### src/rtl/ustep_pkg.sv
package ustep_pkg;
    typedef enum logic {
        ST_EMPTY = 1'b0,
        ST_FULL  = 1'b1
    } ustep_state_e;
endpackage

### src/rtl/ustep_core.sv
// Parallel +1/-1: each bit is its operand bit XOR the AND of all lower terms.
module ustep_core #(
    parameter int W = 8
) (
    input  logic [W-1:0] opnd,
    input  logic         down,
    output logic [W-1:0] res
);
    localparam int LW = W - 1;

    // lower-bit terms: true bits for increment, inverted bits for decrement
    logic [LW-1:0] lo;
    assign lo = opnd[LW-1:0] ^ {LW{down}};

    for (genvar i = 0; i < W; i++) begin : g_bit
        if (i == 0) begin : g_lsb
            assign res[0] = ~opnd[0];
        end else begin : g_upper
            assign res[i] = opnd[i] ^ (&lo[i-1:0]);
        end
    end
endmodule

### src/rtl/ustep_wrapdet.sv
// Wrap occurs when every bit is a propagating term: all ones up, all zeros down.
module ustep_wrapdet #(
    parameter int W = 8
) (
    input  logic [W-1:0] opnd,
    input  logic         down,
    output logic         wrap
);
    logic [W-1:0] term;
    assign term = opnd ^ {W{down}};
    assign wrap = &term;
endmodule

### src/rtl/unit_stepper.sv
module unit_stepper
    import ustep_pkg::*;
#(
    parameter int W = 8
) (
    input  logic         clk,
    input  logic         rst_n,
    input  logic         in_valid,
    input  logic [W-1:0] in_opnd,
    input  logic         in_down,
    output logic         out_valid,
    output logic [W-1:0] out_res,
    output logic         out_wrap
);
    ustep_state_e state_q, state_d;
    logic [W-1:0] next_res;
    logic         next_wrap;
    logic [W-1:0] res_q;
    logic         wrap_q;

    ustep_core #(.W(W)) u_core (
        .opnd (in_opnd),
        .down (in_down),
        .res  (next_res)
    );

    ustep_wrapdet #(.W(W)) u_wrap (
        .opnd (in_opnd),
        .down (in_down),
        .wrap (next_wrap)
    );

    // next state: TAKE on in_valid, DRAIN otherwise
    always_comb begin
        state_d = state_q;
        unique case (state_q)
            ST_EMPTY: state_d = in_valid ? ST_FULL : ST_EMPTY;
            ST_FULL:  state_d = in_valid ? ST_FULL : ST_EMPTY;
            default:  state_d = ST_EMPTY;
        endcase
    end

    // state register
    always_ff @(posedge clk) begin
        if (!rst_n) state_q <= ST_EMPTY;
        else        state_q <= state_d;
    end

    // output registers: loaded only on an accepted input
    always_ff @(posedge clk) begin
        if (!rst_n) begin
            res_q  <= '0;
            wrap_q <= 1'b0;
        end else if (in_valid) begin
            res_q  <= next_res;
            wrap_q <= next_wrap;
        end
    end

    assign out_valid = (state_q == ST_FULL);
    assign out_res   = res_q;
    assign out_wrap  = wrap_q;
endmodule

### config.mk
export PLATFORM = sky130hd
export DESIGN_NAME = unit_stepper
export DESIGN_NICKNAME = d
export VERILOG_FILES = /design/src/rtl/ustep_pkg.sv /design/src/rtl/ustep_core.sv /design/src/rtl/ustep_wrapdet.sv /design/src/rtl/unit_stepper.sv
export SDC_FILE = /design/constraint.sdc
export NUM_CORES = 1
export LEC_CHECK = 0
export BUFFER_PORTS_ARGS = -buffer_cell sky130_fd_sc_hd__buf_2
export CORE_AREA = 2 2 39 41
export DETAILED_ROUTE_END_ITERATION = 8
export DIE_AREA = 0 0 41 43
export PLACE_DENSITY_LB_ADDON = 0.12
export SYNTH_ARGS = -nofsm -noshare
export SYNTH_HDL_FRONTEND = slang
export SYNTH_SLANG_ARGS = --single-unit
### constraint.sdc
create_clock -name clk -period 4.3 [get_ports clk]
set_clock_uncertainty 0.2 [all_clocks]
set_input_delay 0.645 -clock clk [delete_from_list [all_inputs] [get_ports clk]]
set_output_delay 0.645 -clock clk [all_outputs]
set_load 0.05 [all_outputs]
==> qor.json, run 1 <==
{
  "synth-async-reset-ratio": {"value": 0},
  "horiz_die_dim": {"value": 41, "unit": "um"},
  "path_clk_slew": {"value": 0.07, "unit": "ns"},
  "power_density_relative_to_cell_area": {"value": 334, "unit": "mW/mm^2"},
  "synth_edf_count": {"value": 0},
  "routed_wirelength": {"value": 1.11, "unit": "mm"},
  "post-synth-top-count-cell": {"value": "dfxtp_1"},
  "cpMaxStageDelayCell": {"value": "or3_1"},
  "cts_max_path_buffers": {"value": 2},
  "placed_area": {"value": 709, "unit": "um^2"},
  "critical_path.startpoint_type": {"value": "input port"},
  "cts_max_level": {"value": 1},
  "synth_area_per_cell": {"value": 9.21, "unit": "um^2"},
  "synth-seq-area-share": {"value": 0.329},
  "dp_cells": {"value": 98},
  "die-height": {"value": 43, "unit": "um"},
  "synth-compound-area-share": {"value": 0.193},
  "post-dp-hpwl": {"value": 824, "unit": "um"},
  "hold_path_class": {"value": "reg -> reg"},
  "resized_after_cts": {"value": 0},
  "crit_path_max_incr_delay": {"value": 0.36, "unit": "ns"},
  "via_per_inst": {"value": 5.18},
  "max_clock_freq": {"value": 556, "unit": "MHz"},
  "final-max-slew-violation-count": {"value": 0},
  "timing.critical_path.fanout_max": {"value": 7},
  "synth_simple_gate_area_frac": {"value": 0.323},
  "gr-max-usage-layer": {"value": "met2"},
  "synthesis.area": {"value": 608, "unit": "um^2"},
  "critical_path.top_delay_family": {"value": "simple AND/OR/NAND/NOR gates"},
  "yosysWarningCount": {"value": 0},
  "synthAdderAreaFrac": {"value": 0},
  "worst_ir_drop_vdd": {"value": 153, "unit": "uV"},
  "worst-path-buf-inv": {"value": 1},
  "detailedRoute.firstPassIterationCount": {"value": 2},
  "post_route_cells_drive_above_1_share": {"value": 0.337},
  "numPortBuffers": {"value": 21},
  "postSynthRegisterBits": {"value": 10},
  "drtAntennaViolNets": {"value": 0},
  "setup_total_negative_slack": {"value": 0, "unit": "ns"},
  "total_global_routing_track_utilization": {"value": 0.146},
  "synth-xor-area-share": {"value": 0.0864},
  "synth_cell_types": {"value": 30},
  "floorplan.die_area": {"value": 0.00176, "unit": "mm^2"},
  "clock-root-buffer": {"value": "clkbuf_4"},
  "critPathKind": {"value": "in -> reg"},
  "design.final.nets": {"value": 99},
  "cp_data_arrival_time": {"value": 1.80, "unit": "ns"},
  "first_pass_grt_wire_length": {"value": 1.74, "unit": "mm"},
  "outcome": {"value": "finished clean"},
  "synthToLayoutAreaGrowth": {"value": 22.6, "unit": "%"},
  "n_antenna_cell": {"value": 0},
  "num_io_pins": {"value": 22},
  "floorplan.rows": {"value": 14},
  "via_count": {"value": 528},
  "met3_layer_usage_reported_by_global_route": {"value": 0.0471},
  "post-cts-setup-buffers": {"value": 0},
  "synth_top_cell_area_share": {"value": 0.329},
  "synth_top_area_cell": {"value": "dfxtp_1"},
  "gr_ovfl_total": {"value": 0},
  "gp_congestion": {"value": 0.672},
  "clkLatencyLatePin": {"value": 0.25, "unit": "ns"},
  "worstPathCellList": {"value": "buf_2 > nor4b_4 > a2bb2oi_2 > or3_1 > a31oi_1"},
  "final_hold_viol_count": {"value": 0},
  "detail_route.iter0.violations": {"value": 3},
  "cts_tree": {"value": "done"},
  "max-slew-margin-rel": {"value": 0.797},
  "synth_mux_area_frac": {"value": 0.0165},
  "mappedNetlistNets": {"value": 78},
  "cellLeakagePower": {"value": 0.329, "unit": "nW"},
  "antenna_found_initial": {"value": 0},
  "cts-hold-fix-buffers": {"value": 0},
  "grt_start_max_net_pins": {"value": 21},
  "grt_pass1_vias": {"value": 421},
  "synthCells": {"value": 66},
  "fin_crit_sh": {"value": 0.419},
  "dominant_combinational_cell_family_by_area_after_synthesis": {"value": "simple AND/OR/NAND/NOR gates"},
  "start_util": {"value": 0.439},
  "global_route.usage.met1": {"value": 0.193},
  "synth_commonest_cells": {"value": "dfxtp_1, o21ai_0, nand3b_1"},
  "worst_setup_path_end_kind": {"value": "flop"},
  "setup_viol": {"value": 0},
  "synth_area_leaders": {"value": "dfxtp_1, nand3b_1, xnor2_1"},
  "final-instance-count-excl-fill": {"value": 102},
  "slew_at_the_pin_closest_to_its_max_slew_limit": {"value": 0.304, "unit": "ns"},
  "met2_usage": {"value": 0.209},
  "max-cap-violations": {"value": 0},
  "drc_violations": {"value": 0},
  "wl_per_cell": {"value": 10.8, "unit": "um"},
  "clock_sink_count": {"value": 10},
  "rsz0062_at_grt": {"value": "no"},
  "worst_ep_required_time": {"value": 4.30, "unit": "ns"},
  "finish.instance_area": {"value": 746, "unit": "um^2"},
  "cts-buffers-inserted": {"value": 3},
  "core": {"value": 0.00138, "unit": "mm^2"},
  "period_needed": {"value": 1.80, "unit": "ns"},
  "ys_dominant_reg_cell": {"value": "dfxtp_1"}
}
## placed cells by master (no fill, tap or decap), types with 2 or more instances in the layout
cell type and n:
nor2b_1 2, nor2_1 2, clkbuf_4 3, nand2_1 4
inv_1 2, nand3b_1 6, dfxtp_1 10, xnor2_1 5
or3_1 2, nand4_1 2, o21ai_0 8, a31oi_1 2
buf_2 21
## path summary, 6_finish.rpt
| check | from | endpoint | slack [ns] | depth (start not counted) |
|---|---|---|---|---|
| min reg2reg | out_res[2]$_SDFFE_PN0P_ | out_res[2]$_SDFFE_PN0P_ | 0.28 | 2 |
| max | in_opnd[2] | out_res[6]$_SDFFE_PN0P_ | 2.50 | 5 |
| min | out_res[2]$_SDFFE_PN0P_ | out_res[2]$_SDFFE_PN0P_ | 0.28 | 2 |
| max reg2reg | out_res[4]$_SDFFE_PN0P_ | out_res[4]$_SDFFE_PN0P_ | 3.16 | 2 |
## per-layer routing
layer,share of wire,wire (um)
met1,0.52,571
met5,0,0
met3,0.060,66
met4,0.0081,9
met2,0.41,457
## metrics by stage
step	worst slack (ns)	hold slack [ns]	util	power (mW)
after floorplan	2.36	0.511	-	0.150
after global routing	2.38	0.306	0.539	0.262
after global placement	2.27	0.269	0.513	0.167
after detailed placement	2.22	0.267	0.513	0.167
after CTS	2.50	0.286	0.539	0.252
final	2.50	0.279	0.539	0.249
## registers in the layout, summed over array words and instances, names as in the netlist
register   cells
out_wrap       1
out_valid      1
out_res        8
## tightest hold or removal path, stage by stage, from the launching register on
cell      delay (ns)
dfxtp_1         0.32
nand3b_1        0.07
o21ai_0         0.06
## report_power, final
part / total [mW] / internal, mW / switching [mW]
registers: 0.101 / 0.0986 / 0.00214
logic: 0.0634 / 0.0211 / 0.0423
clock network: 0.0849 / 0.0513 / 0.0336
## cell families after synthesis
logic type | Yosys count
simple gates | 25
buf+inv | 7
xor+xnor | 6
flops | 10
compound gates | 17
mux | 1
## layout make-up
class,instances,area (um^2)
clock buffers,4,36.3
inverters,2,7.51
flip-flops and latches,10,200
multi-input cells,49,377
well taps,16,20.0
fillers,144,638
repair buffers,21,105
No activity file was read; power rests on OpenSTA's default activity.
==> inputs of run 2 (changes only) <==
- ABC_AREA: default -> 1
- CORE_AREA: 2 2 39 41 -> default
- CORE_ASPECT_RATIO: default -> 0.9
- CORE_UTILIZATION: default -> 42
- DIE_AREA: 0 0 41 43 -> default
- clock period: 4.3 -> 1.6 ns (I/O delays scaled with it)
==> run 2 against run 1 <==
Wire length rose by 10%. Cell count rose by 32%. Critical path type is now reg -> out. First-iteration DRC count rose to 6.7 times the previous value. Core utilization rose by 5.5 points. Synthesized area rose by 0.82%. Non-clock buffer count did not move. Flip-flop and latch count did not move. Final area rose by 2.9%. Synthesized cell count rose by 47%.
==> qor.json, run 2 <==
{
  "max-slew-margin-rel": {"value": 0.764, "change": "was 0.797"},
  "cp_data_arrival_time": {"value": 0.86, "unit": "ns", "change": "was 1.80 ns"},
  "synthCells": {"value": 97, "change": "was 66"},
  "critical_path.top_delay_family": {"value": "flip-flops", "change": "was simple AND/OR/NAND/NOR gates"},
  "post-synth-top-count-cell": {"value": "nand2_1", "change": "was dfxtp_1"},
  "cts_max_path_buffers": {"value": 2, "change": "unchanged"},
  "register_area": {"value": 200, "unit": "um^2", "change": "unchanged"},
  "synthesis.area": {"value": 613, "unit": "um^2", "change": "was 608 um^2"},
  "yosysWarningCount": {"value": 0, "change": "unchanged"},
  "die-height": {"value": 38.2, "unit": "um", "change": "was 43 um"},
  "outcome": {"value": "finished clean", "change": "unchanged"},
  "post-dp-hpwl": {"value": 963, "unit": "um", "change": "was 824 um"},
  "crit_path_max_incr_delay": {"value": 0.33, "unit": "ns", "change": "was 0.36 ns"},
  "wl_met2": {"value": 524, "unit": "um", "change": "was 457 um"},
  "placed_area": {"value": 731, "unit": "um^2", "change": "was 709 um^2"},
  "synthToLayoutAreaGrowth": {"value": 25.1, "unit": "%", "change": "was 22.6%"},
  "routed_wirelength": {"value": 1.22, "unit": "mm", "change": "was 1.11 mm"},
  "worstPathCellList": {"value": "buf_2", "change": "was buf_2 > nor4b_4 > a2bb2oi_2 > or3_1 > a31oi_1"},
  "clock-root-buffer": {"value": "clkbuf_4", "change": "unchanged"},
  "design.final.nets": {"value": 134, "change": "was 99"},
  "cts_max_level": {"value": 1, "change": "unchanged"},
  "synth_commonest_cells": {"value": "nand2_1, inv_1, nor2_1", "change": "was dfxtp_1, o21ai_0, nand3b_1"},
  "antenna_found_initial": {"value": 0, "change": "unchanged"},
  "logic_depth_of_the_worst_path_buffers_included": {"value": 1, "change": "was 5"},
  "detailedRoute.firstPassIterationCount": {"value": 4, "change": "was 2"},
  "gr_ovfl_total": {"value": 0, "change": "unchanged"},
  "num-fill-cells": {"value": 140, "change": "was 144"},
  "n_antenna_cell": {"value": 0, "change": "unchanged"},
  "met1_length": {"value": 631, "unit": "um", "change": "was 571 um"},
  "worst-path-buf-inv": {"value": 1, "change": "unchanged"},
  "synth_edf_count": {"value": 0, "change": "unchanged"},
  "cpMaxStageDelayCell": {"value": "dfxtp_1", "change": "was or3_1"},
  "worst_setup_path_end_kind": {"value": "primary output", "change": "was flop"},
  "multi_input_logic_area": {"value": 348, "unit": "um^2", "change": "was 377 um^2"},
  "cts-hold-fix-buffers": {"value": 0, "change": "unchanged"},
  "synth_top_cell_area_share": {"value": 0.327, "change": "was 0.329"},
  "post_route_cells_drive_above_1_share": {"value": 0.281, "change": "was 0.337"},
  "floorplan.rows": {"value": 12, "change": "was 14"},
  "core": {"value": 0.00129, "unit": "mm^2", "change": "was 0.00138 mm^2"},
  "preCtsSetupSlack": {"value": 0.100, "unit": "ns", "change": "was 2.22 ns"},
  "largest_register_ffs": {"value": 8, "change": "unchanged"},
  "slew_at_the_pin_closest_to_its_max_slew_limit": {"value": 0.353, "unit": "ns", "change": "was 0.304 ns"},
  "hold_path_class": {"value": "in -> reg", "change": "was reg -> reg"},
  "final_hold_viol_count": {"value": 0, "change": "unchanged"},
  "post-cts-setup-buffers": {"value": 0, "change": "unchanged"},
  "synth_area_per_cell": {"value": 6.32, "unit": "um^2", "change": "was 9.21 um^2"},
  "path_clk_slew": {"value": 0.07, "unit": "ns", "change": "about the same"},
  "cts_tree": {"value": "done", "change": "unchanged"},
  "clkLatencyLatePin": {"value": 0.26, "unit": "ns", "change": "was 0.25 ns"},
  "period_needed": {"value": 1.30, "unit": "ns"},
  "max_clock_freq": {"value": 772, "unit": "MHz"},
  "synth-seq-area-share": {"value": 0.327, "change": "was 0.329"},
  "reg2reg_depth": {"value": 4, "change": "was 2"},
  "floorplan.die_area": {"value": 0.00162, "unit": "mm^2", "change": "was 0.00176 mm^2"},
  "mappedNetlistNets": {"value": 109, "change": "was 78"},
  "synth_top_area_cell": {"value": "dfxtp_1", "change": "unchanged"},
  "dr.max_layer_used": {"value": "met4", "change": "unchanged"},
  "grt_pass1_vias": {"value": 496, "change": "was 421"},
  "total_global_routing_track_utilization": {"value": 0.177, "change": "was 0.146"},
  "horiz_die_dim": {"value": 42.3, "unit": "um", "change": "was 41 um"},
  "fin_crit_sh": {"value": 0.810},
  "start_util": {"value": 0.475, "change": "was 0.439"},
  "synth-async-reset-ratio": {"value": 0, "change": "unchanged"},
  "power_density_relative_to_cell_area": {"value": 897, "unit": "mW/mm^2", "change": "was 334 mW/mm^2"},
  "drtAntennaViolNets": {"value": 0, "change": "unchanged"},
  "via_per_inst": {"value": 4.75, "change": "was 5.18"},
  "final-max-slew-violation-count": {"value": 0, "change": "unchanged"},
  "resized_after_cts": {"value": 0, "change": "unchanged"},
  "drc_violations": {"value": 0, "change": "unchanged"},
  "wl_met3": {"value": 51, "unit": "um", "change": "was 66 um"},
  "num_io_pins": {"value": 22, "change": "unchanged"},
  "cellLeakagePower": {"value": 0.451, "unit": "nW", "change": "was 0.329 nW"},
  "gp_congestion": {"value": 0.823, "change": "was 0.672"},
  "reg2reg_from": {"value": "out_res[3]$_SDFFE_PN0P_", "change": "was out_res[4]$_SDFFE_PN0P_"},
  "critPathKind": {"value": "reg -> out", "change": "was in -> reg"},
  "mostFrequentLayoutCells": {"value": "nand2_1, buf_2, inv_1", "change": "was buf_2, dfxtp_1, o21ai_0"},
  "regToRegSetupSlack": {"value": 0.74, "unit": "ns", "change": "was 3.16 ns"},
  "first_pass_grt_wire_length": {"value": 2.05, "unit": "mm", "change": "was 1.74 mm"},
  "whs_endpoint": {"value": "out_res[0]$_SDFFE_PN0P_", "change": "was out_res[2]$_SDFFE_PN0P_"},
  "synth_cell_types": {"value": 16, "change": "was 30"},
  "synth_area_leaders": {"value": "dfxtp_1, nand2_1, inv_1", "change": "was dfxtp_1, nand3b_1, xnor2_1"},
  "worst_ep_required_time": {"value": 1.16, "unit": "ns", "change": "was 4.30 ns"},
  "grt_start_max_net_pins": {"value": 11, "change": "was 21"},
  "rsz0062_at_grt": {"value": "no", "change": "unchanged"},
  "critical_path.startpoint_type": {"value": "flop", "change": "was input port"},
  "timing.final.ws_setup": {"value": 0.304, "unit": "ns", "change": "was 2.50 ns"},
  "worst_ir_drop_vdd": {"value": 515, "unit": "uV", "change": "was 153 uV"},
  "postSynthRegisterBits": {"value": 10, "change": "unchanged"},
  "hold-path-cell-count": {"value": 2, "change": "unchanged"},
  "timing.critical_path.fanout_max": {"value": 2, "change": "was 7"},
  "r2r-end": {"value": "out_res[3]$_SDFFE_PN0P_", "change": "was out_res[4]$_SDFFE_PN0P_"},
  "max-cap-violations": {"value": 0, "change": "unchanged"},
  "detail_route.iter0.violations": {"value": 20, "change": "was 3"},
  "setup_total_negative_slack": {"value": 0, "unit": "ns", "change": "unchanged"},
  "setup_viol": {"value": 0, "change": "unchanged"},
  "cts-buffers-inserted": {"value": 3, "change": "unchanged"},
  "finish.instance_area": {"value": 767, "unit": "um^2", "change": "was 746 um^2"},
  "mostFrequentLayoutCell": {"value": "nand2_1", "change": "was buf_2"},
  "wl_per_cell": {"value": 9.04, "unit": "um", "change": "was 10.8 um"},
  "clock_sink_count": {"value": 10, "change": "unchanged"},
  "via_count": {"value": 641, "change": "was 528"},
  "hold_start": {"value": "in_opnd[0]", "change": "was out_res[2]$_SDFFE_PN0P_"},
  "ys_dominant_reg_cell": {"value": "dfxtp_1", "change": "unchanged"},
  "numPortBuffers": {"value": 21, "change": "unchanged"}
}
run 2: cell types whose count changed in the layout (fill, tap and decap cells not counted), moves of 6 or more:
cell,before,now
inv_1,2,15
nand2_1,4,29
nand3_1,0,10
nand3b_1,6,0
nor2_1,2,11
o21ai_0,8,2
run 2: cell type report:
class                   instances  area share
multi-input cells              70       0.454
flip-flops and latches         10       0.261
repair buffers                 21       0.137
inverters                      16      0.0783
clock buffers                   4      0.0473
well taps                      14      0.0228
run 2: stage by stage:
step | std cells | util | power, mW | hold slack [ns]
final | 135 | 0.594 | 0.688 | 0.0210
after global routing | 135 | 0.594 | 0.730 | 0.0247
after CTS | 135 | 0.594 | 0.697 | 0.0168
after detailed placement | 131 | 0.566 | 0.468 | 0.241
after global placement | 131 | 0.566 | 0.465 | 0.232
after floorplan | 97 | - | 0.420 | 0.153
run 2: how the worst max path moves through the flow:
stage | from | to
after floorplan | in_down | out_res[7]$_SDFFE_PN0P_
after global placement | in_down | out_res[6]$_SDFFE_PN0P_
after detailed placement | in_down | out_res[5]$_SDFFE_PN0P_
after CTS | out_res[4]$_SDFFE_PN0P_ | out_res[4]
after global routing | out_res[4]$_SDFFE_PN0P_ | out_res[4]
final | out_res[1]$_SDFFE_PN0P_ | out_res[1]
run 2: cells by family (layout without fill, tap and decap cells):
kind of cell	Yosys count	in the layout	synth area share
flops	10	10	0.327
simple gates	57	57	0.447
compound gates	13	13	0.120
buf+inv	17	41	0.106
run 2: layer usage:
metal  global-route usage  vias up
li1                     -      352
met1                0.240      272
met5                    0        -
met4               0.0938        0
met2                0.262       15
met3               0.0425        2
run 2: where the power goes:
group | switching, mW | internal [mW]
Clock | 0.0883 | 0.138
Combinational | 0.136 | 0.0541
Sequential | 0.00657 | 0.265
Total | 0.231 | 0.457
